[config.mk]
export PLATFORM = sky130hd
export DESIGN_NAME = dqm_top
export DESIGN_NICKNAME = d
export VERILOG_FILES = /design/src/rtl/dqm_pkg.sv /design/src/rtl/dqm_decode.sv /design/src/rtl/dqm_queue.sv /design/src/rtl/dqm_top.sv
export SDC_FILE = /design/constraint.sdc
export NUM_CORES = 2
export LEC_CHECK = 0
export ABC_CLOCK_PERIOD_IN_PS = 10700
export BUFFER_PORTS_ARGS = -buffer_cell sky130_fd_sc_hd__clkbuf_2
export CORE_ASPECT_RATIO = 0.8
export CORE_UTILIZATION = 68
export DETAILED_ROUTE_END_ITERATION = 10
export HOLD_SLACK_MARGIN = 0.02
export PLACE_DENSITY_LB_ADDON = 0.2
export RECOVER_POWER = 25
export SLEW_MARGIN = 30
export SYNTH_ARGS = -nofsm -noshare
export SYNTH_HDL_FRONTEND = slang
export SYNTH_HIERARCHICAL = 1
export SYNTH_SLANG_ARGS = --single-unit
[constraint.sdc]
create_clock -name clk -period 10.7 [get_ports clk]
set_input_delay 1.605 -clock clk [delete_from_list [all_inputs] [get_ports clk]]
set_output_delay 1.605 -clock clk [all_outputs]
set_load 0.03 [all_outputs]
[src/rtl/dqm_pkg.sv]
// Package: shared constants for the descriptor queue bank.
// Assumes 32-bit data words in which bits 31:4 hold the pointer field.
package dqm_pkg;
    localparam int unsigned WORD_W = 32;
    localparam int unsigned PTR_LSB = 4;

    // True when the pointer field of a word is zero (flush code / empty read)
    function automatic logic ptr_is_zero(input logic [WORD_W-1:0] w);
        return (w[WORD_W-1:PTR_LSB] == '0);
    endfunction
endpackage

[src/rtl/dqm_decode.sv]
// Module: dqm_decode
// Turns the write and read port accesses into one-hot per-queue strobes:
// push, flush, pop and overflow clear. It also flags reads of the status word.
// Assumes 2 <= NQ < 32. Queues sit at word addresses 0..NQ-1 and the status word at NQ.
module dqm_decode #(
    parameter int unsigned NQ = 8,
    parameter int unsigned AW = 4
) (
    input  logic                      wr_en,
    input  logic [AW-1:0]             wr_addr,
    input  logic [dqm_pkg::WORD_W-1:0] wr_data,
    input  logic                      rd_en,
    input  logic [AW-1:0]             rd_addr,
    output logic [NQ-1:0]             push,
    output logic [NQ-1:0]             flush,
    output logic [NQ-1:0]             pop,
    output logic [NQ-1:0]             ovf_clr,
    output logic                      stat_rd
);
    localparam logic [AW-1:0] STAT_ADDR = AW'(NQ);

    logic wr_zero;

    // Pointer field check used to tell a flush from a push
    always_comb wr_zero = dqm_pkg::ptr_is_zero(wr_data);

    // One strobe per queue from the address compares
    for (genvar q = 0; q < NQ; q++) begin : g_dec
        localparam logic [AW-1:0] QADDR = AW'(q);
        always_comb begin
            push[q]    = wr_en && (wr_addr == QADDR) && !wr_zero;
            flush[q]   = wr_en && (wr_addr == QADDR) &&  wr_zero;
            pop[q]     = rd_en && (rd_addr == QADDR);
            ovf_clr[q] = wr_en && (wr_addr == STAT_ADDR) && wr_data[q];
        end
    end

    // Read of the overflow status word
    always_comb stat_rd = rd_en && (rd_addr == STAT_ADDR);
endmodule

[src/rtl/dqm_queue.sv]
// Module: dqm_queue
// A single descriptor FIFO with a pop-then-push order within one cycle,
// flush-to-empty, and a sticky overflow flag set when a push is dropped.
// The head output shows zero while the queue is empty.
// Assumes push and flush never arrive together (the decoder makes them exclusive).
module dqm_queue #(
    parameter int unsigned DEPTH = 16,
    parameter int unsigned CW    = $clog2(DEPTH + 1)
) (
    input  logic                       clk,
    input  logic                       rst_n,
    input  logic                       push,
    input  logic                       flush,
    input  logic                       pop,
    input  logic                       ovf_clr,
    input  logic [dqm_pkg::WORD_W-1:0] wdata,
    output logic [dqm_pkg::WORD_W-1:0] head,
    output logic [CW-1:0]              count,
    output logic                       empty,
    output logic                       ovf
);
    localparam int unsigned PW = (DEPTH > 1) ? $clog2(DEPTH) : 1;
    localparam logic [PW-1:0] LAST = PW'(DEPTH - 1);
    localparam logic [CW-1:0] FULL = CW'(DEPTH);

    logic [dqm_pkg::WORD_W-1:0] mem [DEPTH];
    logic [PW-1:0] rd_ptr, wr_ptr;
    logic [CW-1:0] cnt, cnt_mid;
    logic          do_pop, do_push, drop;

    // Wrapping pointer step that also works when DEPTH is not a power of two
    function automatic logic [PW-1:0] step(input logic [PW-1:0] p);
        return (p == LAST) ? '0 : p + 1'b1;
    endfunction

    // Pop is applied first, then the push is judged against the count left after it
    always_comb begin
        do_pop  = pop && (cnt != '0);
        cnt_mid = cnt - CW'(do_pop);
        do_push = push && !flush && (cnt_mid < FULL);
        drop    = push && !flush && (cnt_mid == FULL);
    end

    // Entry storage; only accepted pushes write
    always_ff @(posedge clk) begin
        if (do_push) mem[wr_ptr] <= wdata;
    end

    // Pointers and count; a flush returns the queue to the reset state
    always_ff @(posedge clk) begin
        if (!rst_n || flush) begin
            rd_ptr <= '0;
            wr_ptr <= '0;
            cnt    <= '0;
        end else begin
            if (do_pop)  rd_ptr <= step(rd_ptr);
            if (do_push) wr_ptr <= step(wr_ptr);
            cnt <= cnt_mid + CW'(do_push);
        end
    end

    // Sticky overflow flag; a new drop wins over a clear in the same cycle
    always_ff @(posedge clk) begin
        if (!rst_n)       ovf <= 1'b0;
        else if (drop)    ovf <= 1'b1;
        else if (ovf_clr) ovf <= 1'b0;
    end

    // Outputs: head word (zero when empty), count and empty flag
    always_comb begin
        head  = (cnt == '0) ? '0 : mem[rd_ptr];
        count = cnt;
        empty = (cnt == '0);
    end

    AST_FLUSH_EMPTIES: assert property (@(posedge clk) disable iff (!rst_n)
        flush |=> (count == '0) && empty);
    AST_FULL_PUSH_DROPS: assert property (@(posedge clk) disable iff (!rst_n)
        (push && !pop && !flush && count == FULL) |=> (count == FULL) && ovf);
    AST_OVF_STICKY: assert property (@(posedge clk) disable iff (!rst_n)
        (ovf && !ovf_clr) |=> ovf);
    AST_COUNT_BOUND: assert property (@(posedge clk) disable iff (!rst_n)
        count <= FULL);
    AST_IDLE_HOLDS: assert property (@(posedge clk) disable iff (!rst_n)
        (!push && !pop && !flush) |=> $stable(count));
    AST_SIMUL_KEEPS_COUNT: assert property (@(posedge clk) disable iff (!rst_n)
        (push && pop && !flush && count != '0) |=> $stable(count) && !$rose(ovf));
endmodule

[src/rtl/dqm_top.sv]
// Module: dqm_top
// A bank of NQ descriptor queues accessed through a write port and a read port.
// A write to a queue word pushes (or flushes when the pointer field is zero).
// A read of a queue word pops, and the data is registered for the next cycle.
// Word NQ is the overflow status register, cleared by writing ones.
// Assumes 2 <= NQ < 32.
module dqm_top #(
    parameter int unsigned NQ    = 8,
    parameter int unsigned DEPTH = 16,
    parameter int unsigned AW    = $clog2(NQ + 1),
    parameter int unsigned CW    = $clog2(DEPTH + 1)
) (
    input  logic                 clk,
    input  logic                 rst_n,
    input  logic                 wr_en,
    input  logic [AW-1:0]        wr_addr,
    input  logic [31:0]          wr_data,
    input  logic                 rd_en,
    input  logic [AW-1:0]        rd_addr,
    output logic [31:0]          rd_data,
    output logic [NQ-1:0]        q_empty,
    output logic [NQ*CW-1:0]     q_count,
    output logic [NQ-1:0]        q_ovf
);
    localparam int unsigned QW = $clog2(NQ);
    localparam logic [AW-1:0] STAT_ADDR = AW'(NQ);

    logic [NQ-1:0] push, flush, pop, ovf_clr;
    logic          stat_rd;
    logic [31:0]   heads [NQ];
    logic          sel_q, sel_empty;

    dqm_decode #(.NQ(NQ), .AW(AW)) dec_i (
        .wr_en   (wr_en),
        .wr_addr (wr_addr),
        .wr_data (wr_data),
        .rd_en   (rd_en),
        .rd_addr (rd_addr),
        .push    (push),
        .flush   (flush),
        .pop     (pop),
        .ovf_clr (ovf_clr),
        .stat_rd (stat_rd)
    );

    for (genvar q = 0; q < NQ; q++) begin : g_q
        dqm_queue #(.DEPTH(DEPTH), .CW(CW)) queue_i (
            .clk     (clk),
            .rst_n   (rst_n),
            .push    (push[q]),
            .flush   (flush[q]),
            .pop     (pop[q]),
            .ovf_clr (ovf_clr[q]),
            .wdata   (wr_data),
            .head    (heads[q]),
            .count   (q_count[q*CW +: CW]),
            .empty   (q_empty[q]),
            .ovf     (q_ovf[q])
        );
    end

    // Read address hits a queue word; empty state of that queue for the checker
    always_comb begin
        sel_q     = rd_addr < STAT_ADDR;
        sel_empty = sel_q && q_empty[rd_addr[QW-1:0]];
    end

    // Registered read data: queue head, status word or zero; holds when idle
    always_ff @(posedge clk) begin
        if (!rst_n)             rd_data <= '0;
        else if (stat_rd)       rd_data <= {{(32-NQ){1'b0}}, q_ovf};
        else if (rd_en && sel_q) rd_data <= heads[rd_addr[QW-1:0]];
        else if (rd_en)         rd_data <= '0;
    end

    AST_EMPTY_READS_ZERO: assert property (@(posedge clk) disable iff (!rst_n)
        (rd_en && sel_empty) |=> (rd_data == '0));
    AST_RDATA_HOLDS: assert property (@(posedge clk) disable iff (!rst_n)
        !rd_en |=> $stable(rd_data));
    AST_ONE_POP_MAX: assert property (@(posedge clk) disable iff (!rst_n)
        $onehot0(pop));
endmodule

Word level (Yosys, flattened, before mapping)
Memory sizes are Yosys's and may differ from the RTL's. A register that Yosys moved wholly into a read port is not among the register bits.
Cells that the tools add are included.
{"block": "classes", "n_reduce_logical": 123, "bitwise": 2, "magnitude_cmp": 10, "add_sub_neg": 32, "mux": 78, "n_eq_ne": 40}
{"op": "two-way mux 32 bit", "n": 12}
{"op": "two-way mux 4 bit", "n": 32}
{"op": "binary-select mux 32 bit (select 3 bit)", "n": 1}
{"op": "logical AND 1 bit", "n": 75}
{"op": "== test 4 bit, second input constant", "n": 18}
{"op": "adder 4 x 1 -> 4 bit, second input constant", "n": 16}
{"op": "adder 5 x 1 -> 5 bit", "n": 8}
{"op": "== test 5 bit, second input constant", "n": 8}
{"op": "logical NOT 5 bit", "n": 8}
{"op": "less-than comparator 5 bit, second input constant", "n": 8}
{"op": "nonzero test 5 bit", "n": 8}
{"op": "subtractor 5 x 1 -> 5 bit", "n": 8}
{"op": "== test 4 x 3 -> 1 bit, second input constant", "n": 8}
{"op": "two-way mux 1 bit", "n": 32}
{"op": "logical NOT 28 bit", "n": 1}
{"op": "nonzero test 2 bit", "n": 9}
{"op": "== test 4 x 2 -> 1 bit, second input constant", "n": 4}
{"op": "logical NOT 1 bit", "n": 10}
{"op": "== test 4 x 1 -> 1 bit, second input constant", "n": 2}
{"op": "logical NOT 4 bit", "n": 2}
{"op": "logical OR 1 bit", "n": 8}
{"op": "two-way mux 8 bit", "n": 1}
{"op": "greater-or-equal comparator 4 bit, second input constant", "n": 1}
{"op": "less-than comparator 4 bit, second input constant", "n": 1}
{"op": "other kinds (4)", "n": 4}
{"block": "word_totals", "n_memories": 8, "ramBits": 4096, "inputBits": 44, "reg_bits": 144}
{"memory": "g_q[0].queue_i.mem", "depth": 16, "word_bits": 32, "rd": 1, "rd_clocked_by_memory_dff": 1, "wr": 1, "line_no": "dqm_queue.sv:26", "source": "logic [dqm_pkg::WORD_W-1:0] mem [DEPTH];"}
{"memory": "g_q[1].queue_i.mem", "depth": 16, "word_bits": 32, "rd": 1, "rd_clocked_by_memory_dff": 1, "wr": 1, "line_no": "dqm_queue.sv:26"}
{"memory": "g_q[2].queue_i.mem", "depth": 16, "word_bits": 32, "rd": 1, "rd_clocked_by_memory_dff": 1, "wr": 1, "line_no": "dqm_queue.sv:26"}
{"memory": "g_q[3].queue_i.mem", "depth": 16, "word_bits": 32, "rd": 1, "rd_clocked_by_memory_dff": 1, "wr": 1, "line_no": "dqm_queue.sv:26"}
{"memory": "g_q[4].queue_i.mem", "depth": 16, "word_bits": 32, "rd": 1, "rd_clocked_by_memory_dff": 1, "wr": 1, "line_no": "dqm_queue.sv:26"}
{"memory": "g_q[5].queue_i.mem", "depth": 16, "word_bits": 32, "rd": 1, "rd_clocked_by_memory_dff": 1, "wr": 1, "line_no": "dqm_queue.sv:26"}
{"memory": "2 more memories"}

Logic depth before layout (Yosys ltp)
{"block": "logic_depth", "depth_word": 8, "mapped_depth": 12, "depth_no_buf": 12}

Cells and area by module
Netlist, hierarchy kept.
{"module": "dqm_queue (g_q[0].queue_i ...)", "cells_each": 902, "seq_area_each_um2": 15735.1, "area_per_inst_um2": 20392.1, "instances": 7}
{"module": "dqm_queue (g_q[7].queue_i)", "cells_each": 902, "seq_area_each_um2": 15735.1, "area_per_inst_um2": 20409.6, "instances": 1}
{"module": "dqm_top", "cells_each": 316, "seq_area_each_um2": 640.6, "area_per_inst_um2": 3225.6, "instances": 1}
{"module": "dqm_decode", "cells_each": 72, "seq_area_each_um2": 0.0, "area_per_inst_um2": 514.2, "instances": 1}

Worst setup path before layout
No wires, ideal clock.
{"block": "synth_path", "kind": "input to register", "start": "input rd_addr[3]", "end": "memory g_q[0].queue_i/mem[0][0] (netlist bit), enable pin", "arrival_time_ns": 5.883, "setup_ns": 0.461, "slack_ns": 4.356, "path_stages": 10, "cell_sequence": "or3b_2 nor3_1 o21ai_1 inv_1 ha_1 ha_1 nor3b_1 mux2_2 nand2_1 nor3_1"}
{"block": "synth_via", "elab_chain_len": 8}
{"item": "start: declaration", "line_no": "dqm_top.sv:19", "source": "input logic [AW-1:0] rd_addr,"}
{"item": "logical NOT 4 bit", "line_no": "dqm_decode.sv:33", "source": "pop[q] = rd_en && (rd_addr == QADDR);"}
{"item": "logical AND 1 bit", "line_no": "dqm_decode.sv:33"}
{"item": "net pop[0]", "line_no": "dqm_top.sv:28", "source": "logic [NQ-1:0] push, flush, pop, ovf_clr;"}
{"item": "logical AND 1 bit", "line_no": "dqm_queue.sv:38", "source": "do_pop = pop && (cnt != '0);"}
{"item": "subtractor 5 x 1 -> 5 bit", "line_no": "dqm_queue.sv:39", "source": "cnt_mid = cnt - CW'(do_pop);"}
{"item": "less-than comparator 5 bit", "line_no": "dqm_queue.sv:40", "source": "do_push = push && !flush && (cnt_mid < FULL);"}
{"item": "logical AND 1 bit", "line_no": "dqm_queue.sv:40"}
{"item": "two-way mux 1 bit", "line_no": "dqm_queue.sv:46", "source": "if (do_push) mem[wr_ptr] <= wdata;"}
{"item": "two-way mux 1 bit (implied by the code)", "line_no": "dqm_queue.sv:46"}
{"item": "end: declaration", "line_no": "dqm_queue.sv:26"}
The timed path passes the listed nets, and every way through them passes these cells.

Final worst setup path
{"block": "layout_path", "start": "input wr_data[14]", "end": "memory g_q[6].queue_i/mem[15][21] (netlist bit), enable pin"}
{"block": "layout_via", "elab_chain_len": 7, "word_cells_on_any_way": 9}
{"item": "start: declaration", "line_no": "dqm_top.sv:17", "source": "input logic [31:0] wr_data,"}
{"item": "logical NOT 28 bit", "line_no": "dqm_pkg.sv:9", "source": "return (w[WORD_W-1:PTR_LSB] == '0);"}
{"item": "logical NOT 1 bit", "line_no": "dqm_decode.sv:31", "source": "push[q] = wr_en && (wr_addr == QADDR) && !wr_zero;"}
{"item": "logical AND 1 bit", "line_no": "dqm_decode.sv:31"}
{"item": "net push[6]", "line_no": "dqm_top.sv:28"}
{"item": "logical AND 1 bit (2 in series)", "line_no": "dqm_queue.sv:40"}
{"item": "two-way mux 1 bit", "line_no": "dqm_queue.sv:46"}
{"item": "two-way mux 1 bit (implied by the code)", "line_no": "dqm_queue.sv:46"}
{"item": "end: declaration", "line_no": "dqm_queue.sv:26"}
The timed path passes the listed nets, and every way through them passes these cells.

==> run_results.csv <==
group,metric,value,unit
clock_network,cts.root.buffer_cell,"clkbuf_16",
route,via_per_inst,7.33,
global_route,grt_usage,0.376,
worst_setup_path,path_max_fanout,64,
worst_setup_path,worst-path-stages,9,
worst_setup_path,required,11.31,ns
synth,ys_warn_count,6,
worst_hold_path,min_from,"g_q[1].queue_i/wr_ptr[0]",
route,ant_nets,0,
global_route,grt_first_pass_wirelength,638000,um
clock_network,clkLatencyLatePin,0.94,ns
timing,report.final.slew_viol_count,2316,
worst_setup_path,path_delay_family,"buffers and inverters",
worst_setup_path,rrSetupSlack,6.18,ns
timing,skew,0.0435,ns
global_route,grt_max_degree,129,
synth,synth_area_leaders,"edfxtp_1 (74%), mux4_2 (14%), dfxtp_1 (2.1%)",
floorplanning,die_w,556,um
worst_setup_path,critPathLaunchType,"primary input",
timing,maxSlewHeadroom,-2.59,
synth,synthFlopType,"edfxtp_1",
worst_setup_path,arrival,8.11,ns
timing,holdWs,0.510,ns
place,hpwl,272000,um
synth,ys_seq_area_frac,0.758,
worst_setup_path,crit_slowest_cell,"clkbuf_1",
clock_network,cts_sinks,4272,
timing,worstMarginPinSlew,5.39,ns
timing,fin_crit_sh,0.701,
synth,syn_nets,7712,
worst_setup_path,crit_path_end_kind,"flop",
route,wl_per_cell,40.1,um
worst_setup_path,criticalPathCategory,"primary input to flop",
place,placed_area,174000,um2
cells_and_area,fin_util,0.770,
cells_and_area,nNetsFinal,8132,
clock_network,holdBufCountCts,0,
floorplanning,die_y,445,um
worst_hold_path,min_path_cells,2,
synth,ys_types,59,
worst_hold_path,worstHoldPathType,"flop to flop",
clock_network,clk_pin_slew,0.06,ns
synth,avgSynthCellArea,21.9,um2
timing,rsz0062_at_grt,"no",
timing,fmax,133,MHz
cells_and_area,drive_gt1_frac,0.293,
global_route,grt_pass1_vias,82900,
cells_and_area,fin_area,188000,um2
global_route,antenna_found_initial,50,
worst_setup_path,cpPeakStageDelay,2.79,ns
flow_run,cap_violations,50,
route,wl,467000,um
synth,yosysMostFrequentCell,"edfxtp_1",
clock_network,cts_tree,"done",
timing,setup-tns-final,0,ns
synth,synthCells,7604,
worst_setup_path,cp_cell_sequence,"clkbuf_1, nor4_4, and4_1, a21oi_1, nor3b_1, mux2_2, nand2_1, nor2_4, buf_16",
floorplanning,coreArea,244000,um2
power_and_ir_drop,vdd_ir_drop_max,0.160,mV
clock_network,numCtsBuffers,391,
cells_and_area,syn_to_final_growth,12.4,%
synth,async_flop_share,0,
route,drc,0,
worst_hold_path,holdPathEnd,"g_q[1].queue_i/wr_ptr[0]",
power_and_ir_drop,powerDensity,178,nW/um2
place,portBuffers,131,
synth,synth_commonest_cells,"edfxtp_1 (4096), mux4_2 (1056), nor2b_1 (279), mux2_2 (264), a221o_1 (256)",
synth,synth_edf_count,4096,
place,routabilityCongestion,1.00,
route,dr.pass1.iters,8,
clock_network,h-tree-depth,5,
floorplanning,dieArea,247000,um2
status,violations,"capacitance limit, slew limit",
synth,yosysTopAreaCellShare,0.737,
synth,ys_seq_elements,4272,
floorplanning,num_io_pins,132,
global_route,grt-ovfl-total,0,
floorplanning,rows,162,
worst_setup_path,cp_num_buf_inv,2,
status,status,"complete, but fails checks",
clock_network,post-cts-setup-buffer-count,0,
synth,yosysTopAreaCell,"edfxtp_1",
clock_network,cts_buffer_depth,4,
route,routed-via-count,85400,
synth,syn-cell-area,167000,um2
clock_network,ctsResizeCount,0,
timing,hold_viol,0,
route,first_iter_violations,15000,
worst_setup_path,reg2regPathDepth,8,
power_and_ir_drop,total_leakage_power,57.4,nW
floorplanning,start_util,0.684,
worst_setup_path,r2r_end,"rd_data[13]",
timing,setup_viol,0,
timing,fin_crit,7.50,ns
-- cell type report --
cell class,instances,area [um2]
antenna,19,47.5
clock buffer,502,10500
clock inverter,214,2440
fill,12000,56200
inverter,58,218
multi-input combinational,2888,38900
sequential,4272,127000
tap,3280,4100
timing repair buffer,413,4810
-- worst reg2reg max path, delay by kind of cell, from the launching register on --
kind            cells  cell delay, ns
compound gates      2            0.71
buf+inv             1            0.80
flops               1            0.94
mux                 3            1.62
simple gates        2            0.32
-- metrics by stage --
| step | total power [mW] | std cells | setup WS [ns] |
|---|---|---|---|
| global placement | 19.3 | 10800 | 4.11 |
| detailed placement | 19.3 | 10900 | 3.98 |
| floorplan | 18.8 | 7604 | 4.36 |
| global route | 34.0 | 11600 | 3.21 |
| finish | 33.3 | 11600 | 3.20 |
| CTS | 33.3 | 11600 | 4.92 |
-- worst max path at each step --
| stage | start | endpoint | slack, ns |
|---|---|---|---|
| floorplan | rd_addr[3] | g_q[0].queue_i/mem[0][0] | 4.36 |
| global placement | rd_addr[2] | g_q[6].queue_i/mem[12][21] | 4.11 |
| detailed placement | rd_addr[2] | g_q[6].queue_i/mem[4][7] | 3.98 |
| CTS | rd_addr[2] | g_q[6].queue_i/mem[6][4] | 4.92 |
| global route | wr_data[14] | g_q[6].queue_i/mem[6][2] | 3.21 |
| finish | wr_data[14] | g_q[6].queue_i/mem[15][21] | 3.20 |
-- cell usage in the layout, fill, tap and decap left out, drive strengths merged, types with 120 or more instances in the layout --
cell / n
nor2: 161
a221o: 256
buf: 254
nor2b: 279
mux4: 1056
clkinv: 148
edfxtp: 4096
dfxtp: 176
clkbuf: 661
nand2: 120
mux2: 264
-- power breakdown --
part	total (mW)	internal [mW]	switching, mW
Sequential	18.4	18.3	0.0163
Combinational	0.659	0.0935	0.565
Clock	14.3	8.12	6.20
Total	33.3	26.6	6.78
-- metal layers --
| metal | GRT usage | share of wire | vias to the layer above | wire, um |
|---|---|---|---|---|
| li1 | - | - | 32900 | - |
| met1 | 0.531 | 0.34 | 44500 | 158000 |
| met2 | 0.567 | 0.46 | 6871 | 216000 |
| met3 | 0.0933 | 0.14 | 1073 | 65100 |
| met4 | 0.170 | 0.060 | 18 | 28000 |
| met5 | 0 | 0.00032 | - | 149 |
-- registers in the layout, summed over array words and instances (netlist names), named ones only --
name	cells
rd_data	32
g_q.queue_i/ovf	8
g_q.queue_i/rd_ptr	32
g_q.queue_i/wr_ptr	32
g_q.queue_i/mem	4096
g_q.queue_i/count	40
-- cell families after synthesis --
family / synth area share
flip-flops: 0.758
XOR/XNOR: 0.00168
AO/OA/AOI/OAI: 0.0247
multiplexers: 0.166
adder cells (fa/ha/maj): 0.00480
buffers and inverters: 0.0141
AND/OR/NAND/NOR: 0.0305
Power figures use the tool's default switching activity.
